==> config.mk <==
export PLATFORM = sky130hd
export DESIGN_NAME = serial_result_tx
export DESIGN_NICKNAME = d
export VERILOG_FILES = /design/src/rtl/serial_tx_pkg.sv /design/src/rtl/sclk_gen.sv /design/src/rtl/frame_ctrl.sv /design/src/rtl/od_pads.sv /design/src/rtl/serial_result_tx.sv
export SDC_FILE = /design/constraint.sdc
export NUM_CORES = 1
export LEC_CHECK = 0
export ABC_CLOCK_PERIOD_IN_PS = 5650
export BUFFER_PORTS_ARGS = -buffer_cell sky130_fd_sc_hd__buf_4
export CAP_MARGIN = 15
export CORE_MARGIN = 2
export CORE_UTILIZATION = 50
export DETAILED_ROUTE_END_ITERATION = 12
export PLACE_DENSITY = 0.71
export SYNTH_ARGS = -nofsm -noshare
export SYNTH_HDL_FRONTEND = slang
export SYNTH_HIERARCHICAL = 1
export SYNTH_SLANG_ARGS = --single-unit
==> constraint.sdc <==
create_clock -name clk_i -period 5.65 [get_ports clk_i]
set_clock_uncertainty 0.2 [all_clocks]
set_input_delay 0.2825 -clock clk_i [delete_from_list [all_inputs] [get_ports clk_i]]
set_output_delay 0.2825 -clock clk_i [all_outputs]
set_load 0.05 [all_outputs]
==> src/rtl/serial_tx_pkg.sv <==
package serial_tx_pkg;
  typedef enum logic {
    CLK_GATED = 1'b0,
    CLK_FREE  = 1'b1
  } clk_mode_e;

  localparam int unsigned LINE_SDAT = 0;
  localparam int unsigned LINE_SCLK = 1;
  localparam int unsigned LINE_STRB = 2;
  localparam int unsigned N_LINES   = 3;
endpackage

==> src/rtl/sclk_gen.sv <==
module sclk_gen #(
  parameter int unsigned HALF_DIV = 2
) (
  input  logic clk_i,
  input  logic rst_ni,
  input  logic free_run_i,
  input  logic busy_i,
  input  logic start_i,
  output logic sclk_o,
  output logic rise_tick_o,
  output logic fall_tick_o
);
  localparam int unsigned CNT_W = (HALF_DIV > 1) ? $clog2(HALF_DIV) : 1;

  logic [CNT_W-1:0] cnt_q;
  logic             sclk_q;
  logic             running;
  logic             tick;

  assign running     = free_run_i | busy_i;
  assign tick        = running & (cnt_q == CNT_W'(HALF_DIV - 1));
  assign rise_tick_o = tick & ~sclk_q;
  assign fall_tick_o = tick & sclk_q;
  assign sclk_o      = sclk_q;

  always_ff @(posedge clk_i or negedge rst_ni) begin
    if (!rst_ni) begin
      cnt_q  <= '0;
      sclk_q <= 1'b1;
    end else begin
      if (start_i || tick || !running) cnt_q <= '0;
      else                             cnt_q <= cnt_q + 1'b1;
      if (!running)  sclk_q <= 1'b1;  // gated idle parks high
      else if (tick) sclk_q <= ~sclk_q;
    end
  end

  a_r2_gated_idle_high: assert property (@(posedge clk_i) disable iff (!rst_ni)
    (!free_run_i && !busy_i) |=> sclk_q);
endmodule

==> src/rtl/frame_ctrl.sv <==
module frame_ctrl #(
  parameter int unsigned WORD_W = 12
) (
  input  logic              clk_i,
  input  logic              rst_ni,
  input  logic              start_i,
  input  logic [WORD_W-1:0] word_i,
  input  logic              sclk_i,
  input  logic              rise_tick_i,
  input  logic              fall_tick_i,
  output logic              busy_o,
  output logic              bit_o
);
  localparam int unsigned BITS_W = $clog2(WORD_W + 1);

  logic [WORD_W-1:0] shreg_q;
  logic [BITS_W-1:0] bits_q;
  logic              busy_q;
  logic              last_bit;

  assign last_bit = (bits_q == BITS_W'(WORD_W));
  assign busy_o   = busy_q;
  assign bit_o    = shreg_q[WORD_W-1];

  always_ff @(posedge clk_i or negedge rst_ni) begin
    if (!rst_ni) begin
      busy_q  <= 1'b0;
      bits_q  <= '0;
      shreg_q <= '0;
    end else if (start_i) begin
      busy_q  <= 1'b1;
      bits_q  <= '0;
      shreg_q <= word_i;
    end else if (busy_q) begin
      if (fall_tick_i) bits_q <= bits_q + 1'b1;
      if (rise_tick_i) begin
        if (last_bit) busy_q  <= 1'b0;
        else          shreg_q <= {shreg_q[WORD_W-2:0], 1'b0};
      end
    end
  end

  a_r4_no_extra_fall: assert property (@(posedge clk_i) disable iff (!rst_ni)
    (busy_q && fall_tick_i) |-> (bits_q < BITS_W'(WORD_W)));
  a_r4_end_on_rise: assert property (@(posedge clk_i) disable iff (!rst_ni)
    $fell(busy_q) |-> sclk_i);
endmodule

==> src/rtl/od_pads.sv <==
module od_pads #(
  parameter int unsigned N = 3
) (
  input  logic [N-1:0] drive_low_i,
  output logic [N-1:0] oe_o,
  output logic [N-1:0] line_o
);
  for (genvar i = 0; i < N; i++) begin : g_pad
    assign oe_o[i]   = drive_low_i[i];
    assign line_o[i] = drive_low_i[i] ? 1'b0 : 1'b1;  // pulled up when released
  end
endmodule

==> src/rtl/serial_result_tx.sv <==
module serial_result_tx
  import serial_tx_pkg::*;
#(
  parameter int unsigned WORD_W   = 12,
  parameter int unsigned HALF_DIV = 2
) (
  input  logic              clk_i,
  input  logic              rst_ni,
  input  logic              free_run_i,
  input  logic              res_valid_i,
  input  logic [WORD_W-1:0] res_word_i,
  output logic              sclk_oe_o,
  output logic              sclk_o,
  output logic              strb_oe_o,
  output logic              strb_n_o,
  output logic              sdat_oe_o,
  output logic              sdat_o
);
  logic              hold_vld_q;
  logic [WORD_W-1:0] hold_word_q;
  logic              busy, start, sclk_q, rise_tick, fall_tick, tx_bit;
  logic [N_LINES-1:0] drive_low, oe, line;
  clk_mode_e         mode;

  assign mode  = clk_mode_e'(free_run_i);
  assign start = hold_vld_q & ~busy & ((mode == CLK_FREE) ? rise_tick : 1'b1);

  always_ff @(posedge clk_i or negedge rst_ni) begin
    if (!rst_ni) begin
      hold_vld_q  <= 1'b0;
      hold_word_q <= '0;
    end else if (res_valid_i) begin
      hold_vld_q  <= 1'b1;  // newest result wins the single slot
      hold_word_q <= res_word_i;
    end else if (start) begin
      hold_vld_q  <= 1'b0;
    end
  end

  sclk_gen #(.HALF_DIV(HALF_DIV)) u_sclk (
    .clk_i, .rst_ni, .free_run_i, .busy_i(busy), .start_i(start),
    .sclk_o(sclk_q), .rise_tick_o(rise_tick), .fall_tick_o(fall_tick)
  );

  frame_ctrl #(.WORD_W(WORD_W)) u_frame (
    .clk_i, .rst_ni, .start_i(start), .word_i(hold_word_q), .sclk_i(sclk_q),
    .rise_tick_i(rise_tick), .fall_tick_i(fall_tick), .busy_o(busy), .bit_o(tx_bit)
  );

  assign drive_low[LINE_SDAT] = busy & ~tx_bit;
  assign drive_low[LINE_SCLK] = ~sclk_q;
  assign drive_low[LINE_STRB] = busy;

  od_pads #(.N(N_LINES)) u_pads (.drive_low_i(drive_low), .oe_o(oe), .line_o(line));

  assign sdat_oe_o = oe[LINE_SDAT];
  assign sdat_o    = line[LINE_SDAT];
  assign sclk_oe_o = oe[LINE_SCLK];
  assign sclk_o    = line[LINE_SCLK];
  assign strb_oe_o = oe[LINE_STRB];
  assign strb_n_o  = line[LINE_STRB];

  a_r6_data_on_rise: assert property (@(posedge clk_i) disable iff (!rst_ni)
    (busy && $past(busy) && !$stable(tx_bit)) |-> $rose(sclk_q));
  a_r8_data_in_frame: assert property (@(posedge clk_i) disable iff (!rst_ni)
    sdat_oe_o |-> !strb_n_o);
  a_r8_od_levels: assert property (@(posedge clk_i) disable iff (!rst_ni)
    (sclk_o != sclk_oe_o) && (strb_n_o != strb_oe_o) && (sdat_o != sdat_oe_o));
  a_r7_slot_drains: assert property (@(posedge clk_i) disable iff (!rst_ni)
    (hold_vld_q && !busy && !free_run_i && !res_valid_i) |=> (busy && !hold_vld_q));
endmodule

== Yosys cells after proc, flatten, opt, wreduce, memory -nomap -nowiden ==
Index checks and enable logic that the tools add are counted.
Operators by class
  muxes and demuxes: 20
  equal/unequal tests: 3
  reductions and logical operators: 9
  add/subtract/negate cells: 2
  bitwise logic cells: 10
Operators with widths (count)
  12-bit two-way mux: 4
  1-bit two-way mux: 13
  4-bit two-way mux: 3
  2-bit nonzero test: 4
  1-bit AND: 6
  4-bit by 1-bit adder with 4-bit output, second input constant: 1
  4-bit == test, second input constant: 1
  2-bit != test, second input constant: 2
  1-bit inverter: 3
  3-bit AND reduction: 1
  1-bit logical OR: 2
  2-bit AND reduction: 1
  1-bit adder, second input constant: 1
  1-bit logical NOT: 1
  1-bit bitwise OR: 1
Storage, ports and cells
  output and inout port bits: 6
  flip-flop bits (word level): 32
  word-level logic and storage cells: 51
  input bits: 16

== Depth between registers and ports, before layout ==
Gate-level depths: netlist of run 1.
  depth after elaboration: 8
  gate-level depth with buffers: 8
  gate-level depth less buffers: 6

== Hierarchy ==
Netlist of run 1, hierarchy kept.
Modules (own cells, without submodules)
  frame_ctrl: instances 1, sequential area each 425.4 µm², cells an instance 64, area an instance 925.9 µm²
  serial_result_tx: instances 1, sequential area each 325.3 µm², cells an instance 33, area an instance 543.0 µm²
  sclk_gen: instances 1, sequential area each 51.3 µm², cells an instance 10, area an instance 90.1 µm²
  od_pads: instances 1, sequential area each 0.0 µm², cells an instance 6, area an instance 33.8 µm²

== Worst setup path before layout of run 1 ==
Ideal clock, no wire load.
  path type: register to register
  from: register u_frame.busy_q (netlist: u_frame/busy_o)
  to: register u_frame.shreg_q[10]
  setup time: 0.125 ns
  data required time: 5.325 ns
  path buffers: 2
  data arrival time: 2.155 ns
  setup slack: 3.170 ns
  clock period less this slack: 2.480 ns
  cell stages (with the launch flop): 9
  cell sequence: dfrtp_1 -> o21ai_0 -> nor2_1 -> nor2b_1 -> nor3b_1 -> buf_6 -> buf_8 -> mux2_4 -> mux2_4
On the way
  word-level cells in the longest chain between the ends: 7
  elaborated cells on any way between the ends: 12
  classes of those cells: eq/ne (1); mux (2); bitwise (6); reduce/logical (3)
RTL lines
  from (decl): line frame_ctrl.sv:18  | logic busy_q;
  from (signal assigned): line frame_ctrl.sv:27  | busy_q <= 1'b0;
  from (signal assigned): line frame_ctrl.sv:31  | busy_q <= 1'b1;
  from (signal assigned): line frame_ctrl.sv:37  | if (last_bit) busy_q <= 1'b0;
  1-bit bitwise OR (*): line sclk_gen.sv:20  | assign running = free_run_i | busy_i;
  1-bit AND (*): line sclk_gen.sv:21  | assign tick = running & (cnt_q == CNT_W'(HALF_DIV - 1));
  1-bit AND (*): line sclk_gen.sv:22  | assign rise_tick_o = tick & ~sclk_q;
  net rise_tick: line serial_result_tx.sv:21  | logic busy, start, sclk_q, rise_tick, fall_tick, tx_bit;
  1-bit two-way mux (*): line serial_result_tx.sv:26  | assign start = hold_vld_q & ~busy & ((mode == CLK_FREE) ? rise_tick : 1'b1);
  1-bit AND (*): line serial_result_tx.sv:26
  net start: line serial_result_tx.sv:21
  2-bit != test (no source line) / 2-bit nonzero test (equally long branches)
  3-bit AND reduction (no source line)
  to (signal assigned): line frame_ctrl.sv:33  | shreg_q <= word_i;
  to (signal assigned): line frame_ctrl.sv:38  | else shreg_q <= {shreg_q[WORD_W-2:0], 1'b0};
  to (decl): line frame_ctrl.sv:16  | logic [WORD_W-1:0] shreg_q;
The timed path passes the listed nets; every way through them passes the cells marked *.
A chain may end at the register's enable or synchronous reset.

== Worst setup path in the final report of run 1 ==
  from: register u_frame.busy_q (netlist: u_frame/busy_o)
  to: register u_frame.shreg_q[5]
The elaborated chain is that of the path after synthesis.

==> summary.md, run 1 <==
| Metric | Value |
|---|---|
| Status | complete, no violations |
| Cells resized by post-CTS repair | 0 |
| CTS tree | yes |
| Hold Crit Class | in -> reg |
| Diode count | 0 |
| Filler cell count | roughly 240 |
| Async SR Flop Fraction | between 90% and 100% |
| Largest net degree at the start of global routing | 33 |
| R2R cell count | 7 |
| GP Congestion | approximately 0.75 |
| Leading area contributor after synthesis | dfrtp_1 |
| Full die area | roughly 3700 µm² |
| Hold Path End | hold_vld_q |
| Leakage | around 0.95 nW |
| Number of CTS-inserted buffers | 5 |
| Crit end category | register |
| Clk pin slew, worst setup/hold paths | 0.11 ns |
| Synth area leaders | dfrtp_1 49%, mux2_4 21%, mux2_2 8.5%, dfstp_2 1.6%, inv_1 1.6% |
| Int Pwr | 588 µW |
| Critical path peak fanout | 14 |
| Hold path startpoint | res_valid_i |
| Starting density of the core | 52.2% |
| Top-Level Pins | 22 |
| Worst flop-to-flop path startpoint | u_frame/busy_o |
| Final nets | between 150 and 200 |
| Post-synth EDFFs | 0 |
| Yosys warning total | 6 |
| Reg2reg setup slack | between 2 and 3 ns |
| Fin Hold WS | around 0.17 ns |
| Rows | 20 |
| Initial antenna violation count | 0 |
| Top-count cell post-synth | dfrtp_1 |
| First-pass GRT wire length | ~4300 µm |
| Total gr overflow | 0 |
| Dpl hpwl | ~1700 µm |
| Setup CP Type | reg -> reg |
| Syn avg cell area | approximately 14 µm² |
| Switching Share | a little over a third |
| Root buffer cell | clkbuf_4 |
| Antenna violation net count after detailed routing | 0 |
| Fmax | about 0.33 GHz |
| Max Slew Vio Count | 0 |
| Total Routing Usage GR | around 17% |
| TritonCTS Sinks | 32 |
| Register bit total from synthesis | 32 |
| Mapped Area | roughly 1600 µm² |
| Final setup fails | 0 |
| TNS Setup | 0 ns |
| Sequential element share of the synthesized area | about half |
| Yosys top cell area share | about half |
| Vias in the first global route | ~970 |
| Die Width | about 60 µm |
| Die Y | ~60 µm |
| # DRC | 0 |
| Clk pwr share | between 10% and 20% |
| Number of vias in the routed layout | approximately 950 |
| Post-synthesis cell count | 113 |
| Worst R2R End | u_frame/shreg_q[5] |
| WP data arrival | around 3 ns |
| Max cap viols | 0 |
| Final Hold Vio Count | 0 |
| Yosys cell types | 26 |
| RSZ-0062 raised after global routing | false |
| Setup Buffers After CTS | 0 |
| Clk Latency, worst-skew pair | between 0.3 and 0.4 ns |
| Avg WL per Cell | about 13 µm |
| Core area | between 3000 and 4000 µm² |
| DRT Wirelength | between 2000 and 3000 µm |
| Crit path launch type | register |
| Initial DRC Count | 28 |
| Synthesis-to-layout area growth | 22.9% |
| Flop pwr share | a little under two fifths |
| PD cells | 467 nW/µm² |
| Syn nets | approximately 130 |
| Slew HR | about three fifths |
| VDD IR-drop max | approximately 0.22 mV |
| Worst path required time | 5.68 ns |
| Least-Margin Pin Slew | between 0.6 and 0.7 ns |
| Combinational fraction of design power | between 40% and 50% |
| Top post-synthesis cells by count | 31 x dfrtp_1, 22 x mux2_4, 12 x mux2_2 |
| Routed vias/inst | approximately 4.9 |
| Fin crit share | a little over half |
| Worst Hold Depth | 3 |
| Shortest period the worst path allows | around 3.1 ns |
| Share of cells above drive strength 1 | 46.7% |
| Input/output buffers | 21 |
| Psw | 327 µW |
| Hold_buf cts | 14 |
| Post-synth top flop | dfrtp_1 |
| H-tree Lvls | 2 |
| Clock Path Buffers | 2 |
| Drt pass-1 iters | 4 |
worst max-delay path, cell delays in order, from the launching register on:
cell and delay [ns]:
dfrtp_1 0.61, o21ai_0 0.20, nor2_1 0.34, nor2b_1 0.11, nor3b_2 0.53, buf_4 0.33, mux2_2 0.36, mux2_4 0.27
registers in the layout, indices dropped and copies added, names as in the netlist:
| signal | flops |
|---|---|
| hold_vld_q | 1 |
| hold_word_q | 12 |
| u_sclk/cnt_q | 1 |
| u_frame/shreg_q | 12 |
| u_frame/bits_q | 4 |
| u_frame/busy_o | 1 |
| u_sclk/sclk_o | 1 |
layer usage:
layer | GRT usage, % | part of all wire, % | vias up
met5 | 0 | 0 | -
met4 | 10.6 | 2.1 | 0
li1 | - | - | 459
met1 | 20.7 | 47 | 460
met2 | 25.8 | 47 | 22
met3 | 4.48 | 3.7 | 5
layout by cell type (no fill, tap or decap):
cell type,Yosys,layout
a21oi_1,3,3
nor3b_2,0,1
mux2_2,12,12
nand2_1,3,3
nand3_1,3,3
xnor2_1,2,2
dfstp_2,1,1
mux2_4,22,22
clkinvlp_4,0,1
inv_1,7,7
nor2_1,5,5
a31oi_4,1,1
or3_1,1,1
xor2_1,1,1
bufinv_16,0,1
a21o_2,1,1
buf_4,3,22
a22o_2,1,1
nor3_1,1,1
o21ai_0,4,4
clkinv_2,0,1
clkbuf_4,0,5
dfrtp_1,31,31
nand4_1,1,1
ha_1,2,2
dlygate4sd3_1,0,14
nor2b_1,2,2
nand3_2,1,1
through the flow:
step | cells | instance area, µm² | utilization, % | power [mW] | worst slack [ns]
floorplan | 113 | 1590 | - | 0.690 | 3.17
global placement | 172 | 1740 | 56.9 | 0.729 | 2.79
detailed placement | 172 | 1740 | 56.9 | 0.740 | 2.62
CTS | 194 | 1960 | 64.1 | 0.929 | 2.56
global route | 194 | 1960 | 64.1 | 0.975 | 2.41
finish | 194 | 1960 | 64.1 | 0.915 | 2.59
power groups by stage:
stage | Sequential (mW) | Clock [mW] | Combinational [mW]
5_1_grt | 0.352 | 0.191 | 0.432
3_5_place_dp | 0.348 | 0 | 0.392
2_1_floorplan | 0.334 | 0 | 0.357
3_3_place_gp | 0.347 | 0 | 0.382
6_report | 0.343 | 0.175 | 0.397
4_1_cts | 0.344 | 0.184 | 0.402
worst max-delay path by stage:
| stage | start | end | slack (ns) |
|---|---|---|---|
| after global routing | u_frame/busy_o | u_frame/shreg_q[2] | 2.41 |
| final | u_frame/busy_o | u_frame/shreg_q[5] | 2.59 |
| after global placement | u_frame/busy_o | u_frame/shreg_q[2] | 2.79 |
| after floorplan | u_frame/busy_o | u_frame/shreg_q[10] | 3.17 |
| after detailed placement | u_frame/busy_o | u_frame/shreg_q[2] | 2.62 |
| after CTS | u_frame/busy_o | u_frame/shreg_q[2] | 2.56 |
kinds of logic (layout without fill, tap and decap cells):
kind of cell,Yosys count,after routing,share of synthesized area (%)
xor+xnor,3,3,1.65
fa+ha+maj,2,2,1.57
flops,32,32,50.4
mux,34,34,29.2
compound gates,10,10,4.71
simple gates,18,18,5.81
buf+inv,14,51,6.68
layout make-up:
| type | instances | area, µm² | share of cell area (%) |
|---|---|---|---|
| flip-flops and latches | 32 | 802 | 41.0 |
| multi-input cells | 67 | 689 | 35.2 |
| repair buffers | 36 | 305 | 15.6 |
| well taps | 44 | 55.1 | 2.81 |
| clock inverters | 3 | 42.5 | 2.17 |
| clock buffers | 5 | 37.5 | 1.92 |
| inverters | 7 | 26.3 | 1.34 |
(Power assumes the default switching activity.)
==> inputs of run 2 (changes only) <==
ABC_AREA = 1   (was unset)
ABC_CLOCK_PERIOD_IN_PS = 3000   (was 5650)
clock period = 3 ns   (was 5.65 ns; I/O delays follow)
==> run 2 against run 1 <==
Compared with the run above:
- die area fell by 0.30%
- register-to-register slack got worse by 2.1 ns
- first-iteration DRC count fell by 7.1%
- critical endpoint is now u_frame/shreg_q[4]
- largest power group is now registers
- synthesized cell count rose by 81%
- sequential share of layout area fell by 1.6 points
- sequential power rose by 83%
- area after synthesis fell by 0.31%
==> summary.md, run 2 <==
| Metric | Value |
|---|---|
| Hold Crit Class | in -> reg (unchanged) |
| Sequential element share of the synthesized area | 50.5% (was 50.4%) |
| Critical Path, Cell by Cell | inv_1 > nand2_2 > nand2_2 > nor2_1 > inv_1 > nand2_1 > nand2_1 > inv_1 > inv_4 > nand4_2 > nand2_2 > nand2_1 > nand2_1 (was o21ai_0 > nor2_1 > nor2b_1 > nor3b_2 > buf_4 > mux2_2 > mux2_4) |
| Mapped Area | 1590 µm² (about the same) |
| Initial DRC Count | 26 (was 28) |
| Hold_buf cts | 26 (was 14) |
| Final nets | 267 (was 167) |
| Total Routing Usage GR | 22.0% (was 16.7%) |
| Fin crit share | 85.1% (was 54.2%) |
| Fin Hold WS | 0.0330 ns (was 0.174 ns) |
| Starting density of the core | 52.4% (was 52.2%) |
| Die Y | 60.4 µm (about the same) |
| Final setup fails | 0 (unchanged) |
| Least-Margin Pin Slew | 0.400 ns (was 0.610 ns) |
| Antenna violation net count after detailed routing | 0 (unchanged) |
| Setup CP Type | reg -> reg (unchanged) |
| Drt pass-1 iters | 4 (unchanged) |
| Crit path launch type | register (unchanged) |
| Clk Latency, worst-skew pair | 0.33 ns (was 0.34 ns) |
| PD cells | 719 nW/µm² (was 467 nW/µm²) |
| Total gr overflow | 0 (unchanged) |
| Initial antenna violation count | 0 (unchanged) |
| Root buffer cell | clkbuf_4 (unchanged) |
| Critical-path top delay cell | dfrtp_1 (unchanged) |
| Max Slew Vio Count | 0 (unchanged) |
| Final Hold Vio Count | 0 (unchanged) |
| Max cap viols | 0 (unchanged) |
| Dpl hpwl | 2040 µm (was 1690 µm) |
| Slew HR | 73.3% (was 59.2%) |
| Critical path's largest stage delay | 0.54 ns (was 0.61 ns) |
| Routed vias/inst | 4.80 (was 4.88) |
| Yosys warning total | 6 (unchanged) |
| Clk pin slew, worst setup/hold paths | 0.10 ns (was 0.11 ns) |
| Post-synth top flop | dfrtp_1 (unchanged) |
| CP dominant cell by count | nand2_1 |
| Post-synthesis cell count | 205 (was 113) |
| Top post-synthesis cells by count | 103 x nand2_1, 31 x dfrtp_1, 15 x inv_1, 15 x nand3_1, 9 x nor2_1 (was 31 x dfrtp_1, 22 x mux2_4, 12 x mux2_2) |
| Pre-CTS setup slack | 0.477 ns (was 2.62 ns) |
| Synthesis-to-layout area growth | 28.4% (was 22.9%) |
| Avg WL per Cell | 10.9 µm (was 13.4 µm) |
| Most frequent cells in the layout | 103 x nand2_1, 31 x dfrtp_1, 26 x dlygate4sd3_1 (was 31 x dfrtp_1, 22 x mux2_4, 22 x buf_4) |
| Async SR Flop Fraction | 100% (unchanged) |
| Input/output buffers | 21 (unchanged) |
| Register bit total from synthesis | 32 (unchanged) |
| Synth area leaders | dfrtp_1 49%, nand2_1 24%, nand3_1 4.7%, inv_1 3.5%, buf_4 2.8% (was dfrtp_1 49%, mux2_4 21%, mux2_2 8.5%, dfstp_2 1.6%, inv_1 1.6%) |
| DRT Wirelength | 3200 µm (was 2600 µm) |
| Filler cell count | 270 (was 242) |
| Cells resized by post-CTS repair | 0 (unchanged) |
| Finished Core Util | 67.3% (was 64.1%) |
| Setup Buffers After CTS | 0 (unchanged) |
| Vias in the first global route | 1467 (was 967) |
| Diode count | 0 (unchanged) |
| Die Width | 60.4 µm (about the same) |
| TNS Setup | 0 ns (unchanged) |
| Critical path peak fanout | 15 (was 14) |
| # DRC | 0 (unchanged) |
| Core area | 3030 µm² (was 3050 µm²) |
| Largest net degree at the start of global routing | 33 (unchanged) |
| Full die area | 3640 µm² (was 3650 µm²) |
| Shortest period the worst path allows | 2.55 ns (was 3.06 ns) |
| Crit end category | register (unchanged) |
| Most common cell after layout, fill and taps aside | nand2_1 (was dfrtp_1) |
| Number of vias in the routed layout | 1411 (was 946) |
| RSZ-0062 raised after global routing | false (unchanged) |
| H-tree Lvls | 2 (unchanged) |
| Status | complete, no violations (unchanged) |
| Clock Path Buffers | 2 (unchanged) |
| Yosys top cell area share | 48.9% (was 48.7%) |
| Post-synth EDFFs | 0 (unchanged) |
| Yosys cell types | 21 (was 26) |
| Syn nets | 223 (was 131) |
| Syn avg cell area | 7.75 µm² (was 14.1 µm²) |
| Setup ws final | 0.446 ns (was 2.59 ns) |
| GP Congestion | 0.817 (was 0.751) |
| Share of cells above drive strength 1 | 15.6% (was 46.7%) |
| Top-count cell post-synth | nand2_1 (was dfrtp_1) |
| Top-Level Pins | 22 (unchanged) |
| First-pass GRT wire length | 5870 µm (was 4320 µm) |
| Top flop regs | hold_word_q: 12 flops, u_frame/shreg_q: 12 flops, u_frame/bits_q: 4 flops (unchanged) |
| Number of CTS-inserted buffers | 5 (unchanged) |
| Leakage | 1.16 nW (was 0.950 nW) |
| TritonCTS Sinks | 32 (unchanged) |
| CTS tree | yes (unchanged) |
| Worst path required time | 3.02 ns (was 5.68 ns) |
| Leading area contributor after synthesis | dfrtp_1 (unchanged) |
| VDD IR-drop max | 0.315 mV (was 0.216 mV) |
| Fmax | 0.392 GHz (was 0.326 GHz) |
| Rows | 20 (unchanged) |
| WP data arrival | 2.57 ns (was 3.09 ns) |
## run 2: cell count changes after synthesis, moves of 4 or more
| cell | before | now |
|---|---|---|
| nand3_1 | 3 | 15 |
| mux2_2 | 12 | 0 |
| nor2_1 | 5 | 9 |
| o21ai_0 | 4 | 0 |
| mux2_4 | 22 | 0 |
| inv_1 | 7 | 15 |
| nand2_1 | 3 | 103 |
## run 2: final cells by class
| cell class | count | area [µm²] | area share [%] |
|---|---|---|---|
| clock buffers | 8 | 58.8 | 2.89 |
| inverters | 18 | 70.1 | 3.44 |
| multi-input cells | 144 | 627 | 30.8 |
| flip-flops and latches | 32 | 802 | 39.3 |
| well taps | 44 | 55.1 | 2.70 |
| repair buffers | 48 | 425 | 20.9 |
## run 2: where the power goes
| part | internal, mW | switching (mW) |
|---|---|---|
| combinational | 0.206 | 0.375 |
| sequential | 0.545 | 0.0808 |
| clock | 0.116 | 0.142 |
| total | 0.867 | 0.598 |
## run 2: logic make-up (layout without fill, tap and decap cells)
kind of cell | Yosys count | count (layout) | share of synthesized area, %
simple gates | 136 | 136 | 35.6
flops | 32 | 32 | 50.5
buf+inv | 29 | 74 | 10.0
compound gates | 5 | 5 | 1.73
fa+ha+maj | 2 | 2 | 1.58
xor+xnor | 1 | 1 | 0.552
## run 2: worst paths after layout
check | slack, ns | cells after the start | from | end
max in group asynchronous | 2.20 | 2 | rst_ni | u_sclk/sclk_o
max | 0.45 | 13 | u_frame/busy_o | u_frame/shreg_q[4]
max reg2reg | 0.45 | 13 | u_frame/busy_o | u_frame/shreg_q[4]
min reg2reg | 0.28 | 2 | u_frame/shreg_q[0] | u_frame/shreg_q[0]
min | 0.03 | 3 | res_valid_i | hold_vld_q
min in group asynchronous | 0.08 | 2 | rst_ni | u_sclk/cnt_q
## run 2: worst max-delay path, delay by kind of cell, from the launching register on
kind	cells	cell delay, ns
AND/OR/NAND/NOR	9	1.10
buffers and inverters	4	0.61
flip-flops	1	0.54
## run 2: metrics by stage
step	instance area (µm²)	cells	total power, mW
global route	2040	294	1.58
global placement	1720	260	1.17
finish	2040	294	1.46
CTS	2040	294	1.48
detailed placement	1720	260	1.19
floorplan	1590	205	1.09
## run 2: metal layers
| metal | track usage, % | wire length [µm] | vias up |
|---|---|---|---|
| li1 | - | - | 707 |
| met1 | 23.7 | 1410 | 671 |
| met2 | 39.8 | 1630 | 23 |
| met3 | 4.48 | 77 | 10 |
| met4 | 13.0 | 86 | 0 |
| met5 | 0 | 0 | - |
